## src/rtl/irqc_pkg.sv

```systemverilog
package irqc_pkg;

  typedef enum logic [2:0] {
    RS_PEND  = 3'd0,
    RS_MASK  = 3'd1,
    RS_FORCE = 3'd2,
    RS_ACK   = 3'd3,
    RS_POL   = 3'd4,
    RS_TRIG  = 3'd5,
    RS_NONE  = 3'd7
  } reg_sel_e;

  localparam int BANK_STRIDE = 24;

  function automatic reg_sel_e decode_off(input int off);
    case (off)
      0:       return RS_PEND;
      4:       return RS_MASK;
      8:       return RS_FORCE;
      12:      return RS_ACK;
      16:      return RS_POL;
      20:      return RS_TRIG;
      default: return RS_NONE;
    endcase
  endfunction

endpackage

```

## src/rtl/irqc_sync.sv

```systemverilog
module irqc_sync #(
  parameter int W      = 32,
  parameter int STAGES = 2
) (
  input  logic         clk,
  input  logic         rst,
  input  logic [W-1:0] d,
  output logic [W-1:0] q
);
  logic [STAGES-1:0][W-1:0] chain;

  always_ff @(posedge clk) begin
    if (rst) chain[0] <= '0;
    else     chain[0] <= d;
  end

  for (genvar s = 1; s < STAGES; s++) begin : g_stage
    always_ff @(posedge clk) begin
      if (rst) chain[s] <= '0;
      else     chain[s] <= chain[s-1];
    end
  end

  assign q = chain[STAGES-1];
endmodule

```

## src/rtl/irqc_lowest.sv

```systemverilog
module irqc_lowest #(
  parameter int W     = 32,
  parameter int IDX_W = $clog2(W)
) (
  input  logic [W-1:0]     vec,
  output logic [IDX_W-1:0] idx,
  output logic             vld
);
  always_comb begin
    idx = '0;
    vld = 1'b0;
    for (int i = W - 1; i >= 0; i--) begin
      if (vec[i]) begin
        idx = IDX_W'(i);
        vld = 1'b1;
      end
    end
  end
endmodule

```

## src/rtl/irqc_bank.sv

```systemverilog
module irqc_bank #(
  parameter int          W         = 32,
  parameter int          IDX_W     = $clog2(W),
  parameter logic [W-1:0] TRIG_INIT = '0
) (
  input  logic             clk,
  input  logic             rst,
  input  logic [W-1:0]     src_sync,
  input  logic [W-1:0]     wdata,
  input  logic             we_mask,
  input  logic             we_pol,
  input  logic             we_trig,
  input  logic [W-1:0]     force_bits,
  input  logic [W-1:0]     ack_bits,
  output logic [W-1:0]     pend_q,
  output logic [W-1:0]     mask_q,
  output logic [W-1:0]     pol_q,
  output logic [W-1:0]     trig_q,
  output logic             req_q,
  output logic [IDX_W-1:0] idx_q,
  output logic             idx_vld_q
);
  logic [W-1:0] act, act_q, det, soft_q, soft_n;
  logic [W-1:0] edge_n, pend_n, mask_n, live;
  logic [IDX_W-1:0] idx_n;
  logic             vld_n;

  assign act    = src_sync ~^ pol_q;
  assign det    = act & ~act_q & trig_q;
  assign soft_n = ~trig_q & ((soft_q & ~ack_bits) | force_bits);
  assign edge_n = (pend_q & ~ack_bits) | det | force_bits;
  assign pend_n = (trig_q & edge_n) | (~trig_q & (act | soft_n));
  assign mask_n = we_mask ? wdata : mask_q;
  assign live   = pend_n & mask_n;

  irqc_lowest #(.W(W), .IDX_W(IDX_W)) u_low (
    .vec (live),
    .idx (idx_n),
    .vld (vld_n)
  );

  always_ff @(posedge clk) begin
    if (rst) begin
      act_q     <= '0;
      soft_q    <= '0;
      pend_q    <= '0;
      mask_q    <= '0;
      pol_q     <= '1;
      trig_q    <= TRIG_INIT;
      req_q     <= 1'b0;
      idx_q     <= '0;
      idx_vld_q <= 1'b0;
    end else begin
      act_q     <= act;
      soft_q    <= soft_n;
      pend_q    <= pend_n;
      mask_q    <= mask_n;
      if (we_pol)  pol_q  <= wdata;
      if (we_trig) trig_q <= wdata;
      req_q     <= |live;
      idx_q     <= idx_n;
      idx_vld_q <= vld_n;
    end
  end
endmodule

```

## src/rtl/irq_bank_ctrl.sv

```systemverilog
module irq_bank_ctrl #(
  parameter int          NUM_BANKS    = 2,
  parameter int          SRC_PER_BANK = 32,
  parameter int          ADDR_W       = 8,
  parameter int          SYNC_STAGES  = 2,
  parameter int          IDX_W        = $clog2(SRC_PER_BANK),
  parameter logic [SRC_PER_BANK-1:0] B0_TRIG_INIT = 32'h0000_E000
) (
  input  logic                              clk,
  input  logic                              rst,
  input  logic                              bus_wr,
  input  logic                              bus_rd,
  input  logic [ADDR_W-1:0]                 bus_addr,
  input  logic [SRC_PER_BANK-1:0]           bus_wdata,
  output logic [SRC_PER_BANK-1:0]           bus_rdata,
  input  logic [NUM_BANKS*SRC_PER_BANK-1:0] src_in,
  output logic [NUM_BANKS-1:0]              irq_o,
  output logic [NUM_BANKS*IDX_W-1:0]        irq_idx,
  output logic [NUM_BANKS-1:0]              irq_idx_vld
);
  import irqc_pkg::*;

  localparam int W = SRC_PER_BANK;

  logic [NUM_BANKS*W-1:0]         src_s;
  logic [NUM_BANKS-1:0][W-1:0]    st_w, en_w, pl_w, eg_w, set_w, clr_w, rdv;
  logic [W-1:0]                   rd_mux;

  irqc_sync #(.W(NUM_BANKS*W), .STAGES(SYNC_STAGES)) u_sync (
    .clk (clk),
    .rst (rst),
    .d   (src_in),
    .q   (src_s)
  );

  for (genvar b = 0; b < NUM_BANKS; b++) begin : g_bank
    localparam int BASE = b * BANK_STRIDE;
    localparam logic [W-1:0] TINIT = (b == 0) ? B0_TRIG_INIT : '0;
    logic     hit;
    reg_sel_e sel;

    assign hit = (int'(bus_addr) >= BASE) && (int'(bus_addr) < BASE + BANK_STRIDE);
    assign sel = hit ? decode_off(int'(bus_addr) - BASE) : RS_NONE;

    assign set_w[b] = (bus_wr && sel == RS_FORCE) ? bus_wdata : '0;
    assign clr_w[b] = (bus_wr && sel == RS_ACK)   ? bus_wdata : '0;

    always_comb begin
      case (sel)
        RS_PEND: rdv[b] = st_w[b];
        RS_MASK: rdv[b] = en_w[b];
        RS_POL:  rdv[b] = pl_w[b];
        RS_TRIG: rdv[b] = eg_w[b];
        default: rdv[b] = '0;
      endcase
    end

    irqc_bank #(.W(W), .IDX_W(IDX_W), .TRIG_INIT(TINIT)) u_bank (
      .clk        (clk),
      .rst        (rst),
      .src_sync   (src_s[b*W +: W]),
      .wdata      (bus_wdata),
      .we_mask    (bus_wr && sel == RS_MASK),
      .we_pol     (bus_wr && sel == RS_POL),
      .we_trig    (bus_wr && sel == RS_TRIG),
      .force_bits (set_w[b]),
      .ack_bits   (clr_w[b]),
      .pend_q     (st_w[b]),
      .mask_q     (en_w[b]),
      .pol_q      (pl_w[b]),
      .trig_q     (eg_w[b]),
      .req_q      (irq_o[b]),
      .idx_q      (irq_idx[b*IDX_W +: IDX_W]),
      .idx_vld_q  (irq_idx_vld[b])
    );
  end

  always_comb begin
    rd_mux = '0;
    for (int b = 0; b < NUM_BANKS; b++) rd_mux = rd_mux | rdv[b];
  end

  always_ff @(posedge clk) begin
    if (rst)         bus_rdata <= '0;
    else if (bus_rd) bus_rdata <= rd_mux;
  end
endmodule

```

## config.mk

```make
export PLATFORM = sky130hd
export DESIGN_NAME = irq_bank_ctrl
export DESIGN_NICKNAME = d
export VERILOG_FILES = /design/src/rtl/irqc_pkg.sv /design/src/rtl/irqc_sync.sv /design/src/rtl/irqc_lowest.sv /design/src/rtl/irqc_bank.sv /design/src/rtl/irq_bank_ctrl.sv
export SDC_FILE = /design/constraint.sdc
export NUM_CORES = 1
export LEC_CHECK = 0
export BUFFER_PORTS_ARGS = -buffer_cell sky130_fd_sc_hd__clkbuf_2
export CORE_MARGIN = 2
export CORE_UTILIZATION = 61
export CTS_BUF_LIST = sky130_fd_sc_hd__clkbuf_8
export DETAILED_ROUTE_END_ITERATION = 8
export MAX_ROUTING_LAYER = met4
export PLACE_DENSITY = 0.8
export SYNTH_ARGS = -nofsm -noshare
export SYNTH_HDL_FRONTEND = slang
export SYNTH_SLANG_ARGS = --single-unit
```

## constraint.sdc

```tcl
create_clock -name clk -period 4 [get_ports clk]
set_input_delay 0.8 -clock clk [delete_from_list [all_inputs] [get_ports clk]]
set_output_delay 0.8 -clock clk [all_outputs]
set_load 0.005 [all_outputs]
```

Yosys cells after proc, flatten, opt, wreduce, memory -nomap -nowiden
Index checks and enable logic that the tools add are counted.
{"block": "op_classes", "reduce_logical": 27, "div_mod_pow": 0, "n_mul": 0, "n_bitwise": 35, "magnitude_cmp": 3, "eq_ne": 20, "n_addsub": 1, "n_mux": 138, "n_shift": 0}
{"op": "32-bit AND", "n": 16}
{"op": "32-bit OR", "n": 11}
{"op": "32-bit case mux with 4 select lines", "n": 2}
{"op": "32-bit two-way mux", "n": 6}
{"op": "32-bit inverter", "n": 6}
{"op": "5-bit two-way mux", "n": 32}
{"op": "1-bit two-way mux", "n": 66}
{"op": "32-bit by 4-bit equality test with 1-bit output, second input constant", "n": 2}
{"op": "32-bit by 5-bit equality test with 1-bit output, second input constant", "n": 2}
{"op": "32-bit logical NOT", "n": 2}
{"op": "4-bit two-way mux", "n": 16}
{"op": "32-bit OR reduction", "n": 2}
{"op": "32-bit XNOR", "n": 2}
{"op": "3-bit case mux with 6 select lines", "n": 2}
{"op": "17-bit OR reduction", "n": 2}
{"op": "32-bit by 3-bit equality test with 1-bit output, second input constant", "n": 1}
{"op": "3-bit two-way mux", "n": 10}
{"op": "9-bit OR reduction", "n": 2}
{"op": "8-bit by 4-bit equality test with 1-bit output, second input constant", "n": 2}
{"op": "8-bit by 5-bit equality test with 1-bit output, second input constant", "n": 2}
{"op": "3-bit by 2-bit equality test with 1-bit output, second input constant", "n": 4}
{"op": "3-bit equality test, second input constant", "n": 4}
{"op": "1-bit logical AND", "n": 11}
{"op": "5-bit OR reduction", "n": 2}
{"op": "10 further kinds", "n": 17}
{"block": "word_totals", "regBits": 558, "wordCells": 253, "mem_bits_rw": 0, "latch_bits": 0, "inputBits": 108, "mem_count": 0, "mem_bits_ro": 0}

Depth between registers and ports, before layout
{"block": "depth", "word_depth": 47, "depth_mapped": 14}

By module
Synthesis repeated with hierarchy kept, for this count alone.
{"block": "unflattened", "hier_cells": 2583, "hier_area_um2": 24669.9}
{"module": "irqc_bank at g_bank[1].u_bank", "n_inst": 1, "area_per_inst_um2": 7925.1, "seq_area_each_um2": 3983.8, "cells_per_inst": 775}
{"module": "irqc_bank at g_bank[0].u_bank", "n_inst": 1, "area_per_inst_um2": 7907.6, "seq_area_each_um2": 3983.8, "cells_per_inst": 775}
{"module": "irq_bank_ctrl", "n_inst": 1, "area_per_inst_um2": 4151.5, "seq_area_each_um2": 640.6, "cells_per_inst": 569}
{"module": "irqc_sync", "n_inst": 1, "area_per_inst_um2": 3945.0, "seq_area_each_um2": 2562.5, "cells_per_inst": 334}
{"module": "irqc_lowest", "n_inst": 2, "area_per_inst_um2": 370.4, "seq_area_each_um2": 0.0, "cells_per_inst": 65}

Least setup slack after synthesis
No wires, ideal clock.
{"block": "synth_timing", "path_type": "input-to-reg", "from": "input bus_addr[3]", "to": "register g_bank[1].u_bank.idx_q[3]", "setup_time_ns": 0.132, "path_buffers": 1, "path_stages": 10, "t_arrival_ns": 3.451, "slack_ns": 0.417, "path_cell_list": "ha_1 or3b_2 clkbuf_1 or3_1 o21ai_0 a211oi_1 or4_1 nand2b_1 a41oi_1 nor3_1"}
{"block": "synth_between", "elab_chain_len": 39, "word_cells_on_any_way": 58, "classes_between": "1 x add/sub; 2 x order compare; 8 x eq/ne; 29 x mux; 12 x bitwise; 6 x reduce/logical"}
{"item": "from (decl)", "line_no": "irq_bank_ctrl.sv:13", "rtl": "input logic [ADDR_W-1:0] bus_addr,"}
{"item": "8-bit by 5-bit subtractor with 9-bit output", "line_no": "irq_bank_ctrl.sv:43", "rtl": "assign sel = hit ? decode_off(int'(bus_addr) - BASE) : RS_NONE;"}
{"item": "32-bit by 5-bit equality test with 1-bit output, or another cell as far along", "line_no": "irqc_pkg.sv:16", "rtl": "case (off)"}
{"item": "3-bit case mux with 6 select lines", "line_no": "irqc_pkg.sv:16"}
{"item": "3-bit two-way mux *", "line_no": "irq_bank_ctrl.sv:43"}
{"item": "3-bit by 2-bit equality test with 1-bit output", "line_no": "irq_bank_ctrl.sv:46", "rtl": "assign clr_w[b] = (bus_wr && sel == RS_ACK) ? bus_wdata : '0;"}
{"item": "1-bit logical AND", "line_no": "irq_bank_ctrl.sv:46"}
{"item": "32-bit two-way mux", "line_no": "irq_bank_ctrl.sv:46"}
{"item": "32-bit inverter", "line_no": "irqc_bank.sv:30, irqc_bank.sv:31"}
{"item": "32-bit AND", "line_no": "irqc_bank.sv:30", "rtl": "assign soft_n = ~trig_q & ((soft_q & ~ack_bits) | force_bits);"}
{"item": "32-bit OR", "line_no": "irqc_bank.sv:30"}
{"item": "32-bit AND", "line_no": "irqc_bank.sv:30"}
{"item": "32-bit OR", "line_no": "irqc_bank.sv:32", "rtl": "assign pend_n = (trig_q & edge_n) | (~trig_q & (act | soft_n));"}
{"item": "32-bit AND", "line_no": "irqc_bank.sv:32"}
{"item": "32-bit OR", "line_no": "irqc_bank.sv:32"}
{"item": "32-bit AND *", "line_no": "irqc_bank.sv:34", "rtl": "assign live = pend_n & mask_n;"}
{"item": "5-bit two-way mux (16 in series)", "line_no": "irqc_lowest.sv:13", "rtl": "if (vec[i]) begin"}
{"item": "4-bit two-way mux (8 in series)", "line_no": "irqc_lowest.sv:13"}
{"item": "to (signal assigned)", "line_no": "irqc_bank.sv:61", "rtl": "idx_q <= idx_n;"}
{"item": "to (decl)", "line_no": "irqc_bank.sv:20", "rtl": "output logic [IDX_W-1:0] idx_q,"}
Mark *: on every way between the ends. The rest lies on a longest branch, timed or not.
A chain may end at the register's enable or synchronous reset.

Worst setup path in the final report
{"block": "layout_timing", "from": "input bus_addr[3]", "to": "register g_bank[0].u_bank.idx_q[0]"}
{"block": "layout_between", "elab_chain_len": 45, "word_cells_on_any_way": 62, "classes_between": "1 x order compare; 8 x eq/ne; 36 x mux; 12 x bitwise; 5 x reduce/logical"}
{"item": "32-bit logical NOT, or another cell as far along", "line_no": "irqc_pkg.sv:16"}
{"item": "3-bit case mux with 6 select lines", "line_no": "irqc_pkg.sv:16"}
{"item": "3-bit two-way mux *", "line_no": "irq_bank_ctrl.sv:43"}
{"item": "3-bit by 2-bit equality test with 1-bit output", "line_no": "irq_bank_ctrl.sv:46"}
{"item": "1-bit logical AND", "line_no": "irq_bank_ctrl.sv:46"}
{"item": "32-bit two-way mux", "line_no": "irq_bank_ctrl.sv:46"}
{"item": "32-bit inverter", "line_no": "irqc_bank.sv:30, irqc_bank.sv:31"}
{"item": "32-bit AND", "line_no": "irqc_bank.sv:30"}
{"item": "[... 3 more ...]"}
{"item": "32-bit AND", "line_no": "irqc_bank.sv:32"}
{"item": "32-bit OR", "line_no": "irqc_bank.sv:32"}
{"item": "32-bit AND *", "line_no": "irqc_bank.sv:34"}
{"item": "5-bit two-way mux (16 in series)", "line_no": "irqc_lowest.sv:13"}
{"item": "4-bit two-way mux (8 in series)", "line_no": "irqc_lowest.sv:13"}
{"item": "3-bit two-way mux (4 in series)", "line_no": "irqc_lowest.sv:13"}
{"item": "2-bit two-way mux (2 in series)", "line_no": "irqc_lowest.sv:13"}
{"item": "1-bit two-way mux", "line_no": "irqc_lowest.sv:13"}
{"item": "to (signal assigned)", "line_no": "irqc_bank.sv:61"}
{"item": "to (decl)", "line_no": "irqc_bank.sv:20"}
Marked as above.

==> impl_metrics.toml <==
[critical_path]
critPathBufInv = 3
worstPathRequired_ns = 4.50
cp_top_family = "compound AO/OA/AOI/OAI gates"
cp_max_fo = 6
r2r_end = "g_bank[0].u_bank.idx_q[0]"
ff2ff_path_depth = 12
crit_chain = "clkbuf_2 > ha_1 > or3_1 > buf_4 > o41ai_1 > a32o_1 > nor2_1 > o221a_2 > nor2b_1 > a211oi_1 > buf_4 > o211ai_1 > a311oi_1 > o41ai_1"
crit_path_end = "g_bank[0].u_bank.idx_q[0]"
r2r_setup_slack_ns = 1.35
crit_arrival_ns = 3.94
worst_setup_path_end_kind = "flop"
critical_path_class = "input pin to flop"
crit_path_start = "bus_addr[3]"
cp_slowest_cell = "o41ai_1"
critPathLaunchType = "input pin"
cp_num_cells = 14
timing.rr.start = "g_bank[0].u_bank.pol_q[29]"
max_stage_delay_ns = 0.54

[routing]
wl_per_cell_um = 21.3
drt_wl_total_um = 77000
viasPerCell = 6.18
routed-via-count = 22364
final_antenna_net_count = 0
dr.pass1.iters = 6
drc_errors = 0
drt-initial-drc-count = 2342

[logic_synthesis]
synth_edf_count = 0
synth_seq_cells = 558
synth_area_um2 = 24000
async_flop_share = 0
ys_seq_area_frac = 0.465
ys_types = 85
yosys_warnings = 0
ys.flop_type = "dfxtp_1"
syn_nets = 2944
syn_area_per_cell_um2 = 8.47
synthCells = 2835

[global_routing]
grt_overflow_total = 0
grt_pass1_wl_um = 120000
antenna_found_initial = 3
grt_pass1_vias = 21611
grt_usage = 0.385
grt_max_degree = 154

[sta]
worst_slew_pin_slew_ns = 1.20
hold_viol = 0
fin_setup_tns_ns = 0
setup_viol = 0
fmax_mhz = 290
drv_slew = 0
rsz0062_at_grt = "no"
post-route-period-util = 0.861
finClkSkew_ns = 0.0280
slew_headroom = 0.197
period_minus_slack_ns = 3.44

[cells_and_area]
area_growth_syn_to_layout_pct = 15.8
ff_latch_area_um2 = 11200
fin_area_um2 = 27800
layout_common_cells = "dfxtp_1 (558), nand2_1 (471), nor2_1 (280)"
finalNetCount = 3136
fillCellCount = 3038
stdcell_count = 3618
final_common_cell = "dfxtp_1"
multi_input_area_um2 = 11900
layout-drive-gt1-share = 0.166

[placed_design]
dp.cells = 3454
place.gp.congestion = 0.972
post-dp-hpwl_um = 53300
post_dp_cell_area_um2 = 26000
port_buffers = 153

[clocking]
cts_tree = "done"
clockRootBuffer = "clkbuf_8"
insertion_delay_ns = 0.67
clkTransAtPathRegs_ns = 0.06
cts_buffer_depth = 3
cts_max_level = 3
cts_sinks = 558
cts_resized = 0
ctsHoldBuffers = 0
postCtsSetupRepairBufs = 0
cts_buffers = 89

[die]
io_pins = 154
fp-row-count = 72
core_area_um2 = 38700
die_h_um = 202
dieArea_um2 = 41000
floorplan.initialDensity = 0.620
die_w_um = 202

[power_and_ir_drop]
powerDensity_nw_per_um2 = 409
leakage_uw = 0.0109
vdd.ir_drop.worst_uv = 453
power.total_uw = 11400

[run_status]
run_status = "complete, no violations"

[job]
max_cap_viol_count = 0

[hold_path]
min_path_type = "input pin to flop"
min-delay-start = "src_in[18]"
==> worst min path at each step <==
stage / depth (start not counted) / end
after floorplan: 1 / u_sync.q[0]
after global placement: 1 / u_sync.q[24]
after detailed placement: 1 / u_sync.q[20]
after CTS: 2 / u_sync.chain[18]
after global routing: 2 / u_sync.chain[15]
final: 2 / u_sync.chain[18]
==> sequential cells by signal, indices dropped and copies added (netlist names), 64 cells and up <==
| signal | cells |
|---|---|
| g_bank.u_bank.act_q | 64 |
| g_bank.u_bank.mask_q | 64 |
| g_bank.u_bank.pend_q | 64 |
| g_bank.u_bank.pol_q | 64 |
| g_bank.u_bank.soft_q | 64 |
| g_bank.u_bank.trig_q | 64 |
| u_sync.chain | 64 |
| u_sync.q | 64 |
==> worst register-to-register path, delay by kind of cell, from the launching register on <==
| family | cells | cell delay (ns) |
|---|---|---|
| AOI/OAI and AO/OA | 7 | 1.08 |
| and+or+nand+nor | 2 | 0.45 |
| DFF | 1 | 0.37 |
| buffers and inverters | 2 | 0.33 |
| xor gates and xnor gates | 1 | 0.23 |
==> cell families (layout without fill, tap and decap cells) <==
logic type | Yosys count | after routing | share of synthesized area
mux | 101 | 101 | 0.0536
fa+ha+maj | 1 | 1 | 0.000521
compound gates | 676 | 676 | 0.180
xor+xnor | 65 | 65 | 0.0237
flops | 558 | 558 | 0.465
other cells | 0 | 3 | 0
simple gates | 1189 | 1189 | 0.236
buf+inv | 245 | 507 | 0.0416
==> per-stage QoR <==
stage | setup WS, ns | hold slack [ns] | util
floorplan | 0.417 | 0.414 | -
global placement | 0.0220 | 0.417 | 0.670
detailed placement | -0.0598 | 0.422 | 0.670
CTS | 0.635 | 0.307 | 0.718
global route | 0.402 | 0.323 | 0.718
finish | 0.556 | 0.344 | 0.718
==> cell usage after synthesis (25+ instances only) <==
master,instances,area (um^2)
a21oi_1,278,1390
inv_1,35,131
nand3b_1,61,458
nor3_1,85,425
a22oi_1,79,593
mux2i_1,69,691
a31oi_1,25,156
o211ai_1,36,270
nand2_1,471,1770
xor2_1,60,526
clkbuf_1,166,623
a211oi_1,40,300
dfxtp_1,558,11200
o21ai_0,73,365
nor2_1,280,1050
nor2b_1,144,901
==> final cells by class <==
type                    instances  area share
repair buffers                311      0.0768
flip-flops and latches        558       0.402
multi-input cells            2032       0.427
diodes                          3    0.000270
well taps                     518      0.0233
clock buffers                 120      0.0594
clock inverters                41     0.00693
inverters                      35     0.00472
==> where the power goes <==
part	internal (uW)	switching, uW	total, uW
sequential	5680	53.8	5730
combinational	246	451	696
clock	2680	2270	4950
==> per-layer routing <==
layer,vias up,wire [um],track usage,share of wire
met2,1186,34300,0.581,0.45
met4,0,3720,0.189,0.048
met5,-,0,-,0
met3,279,7120,0.0619,0.093
li1,10284,-,-,-
met1,10615,31800,0.503,0.41
(Power assumes the default switching activity.)
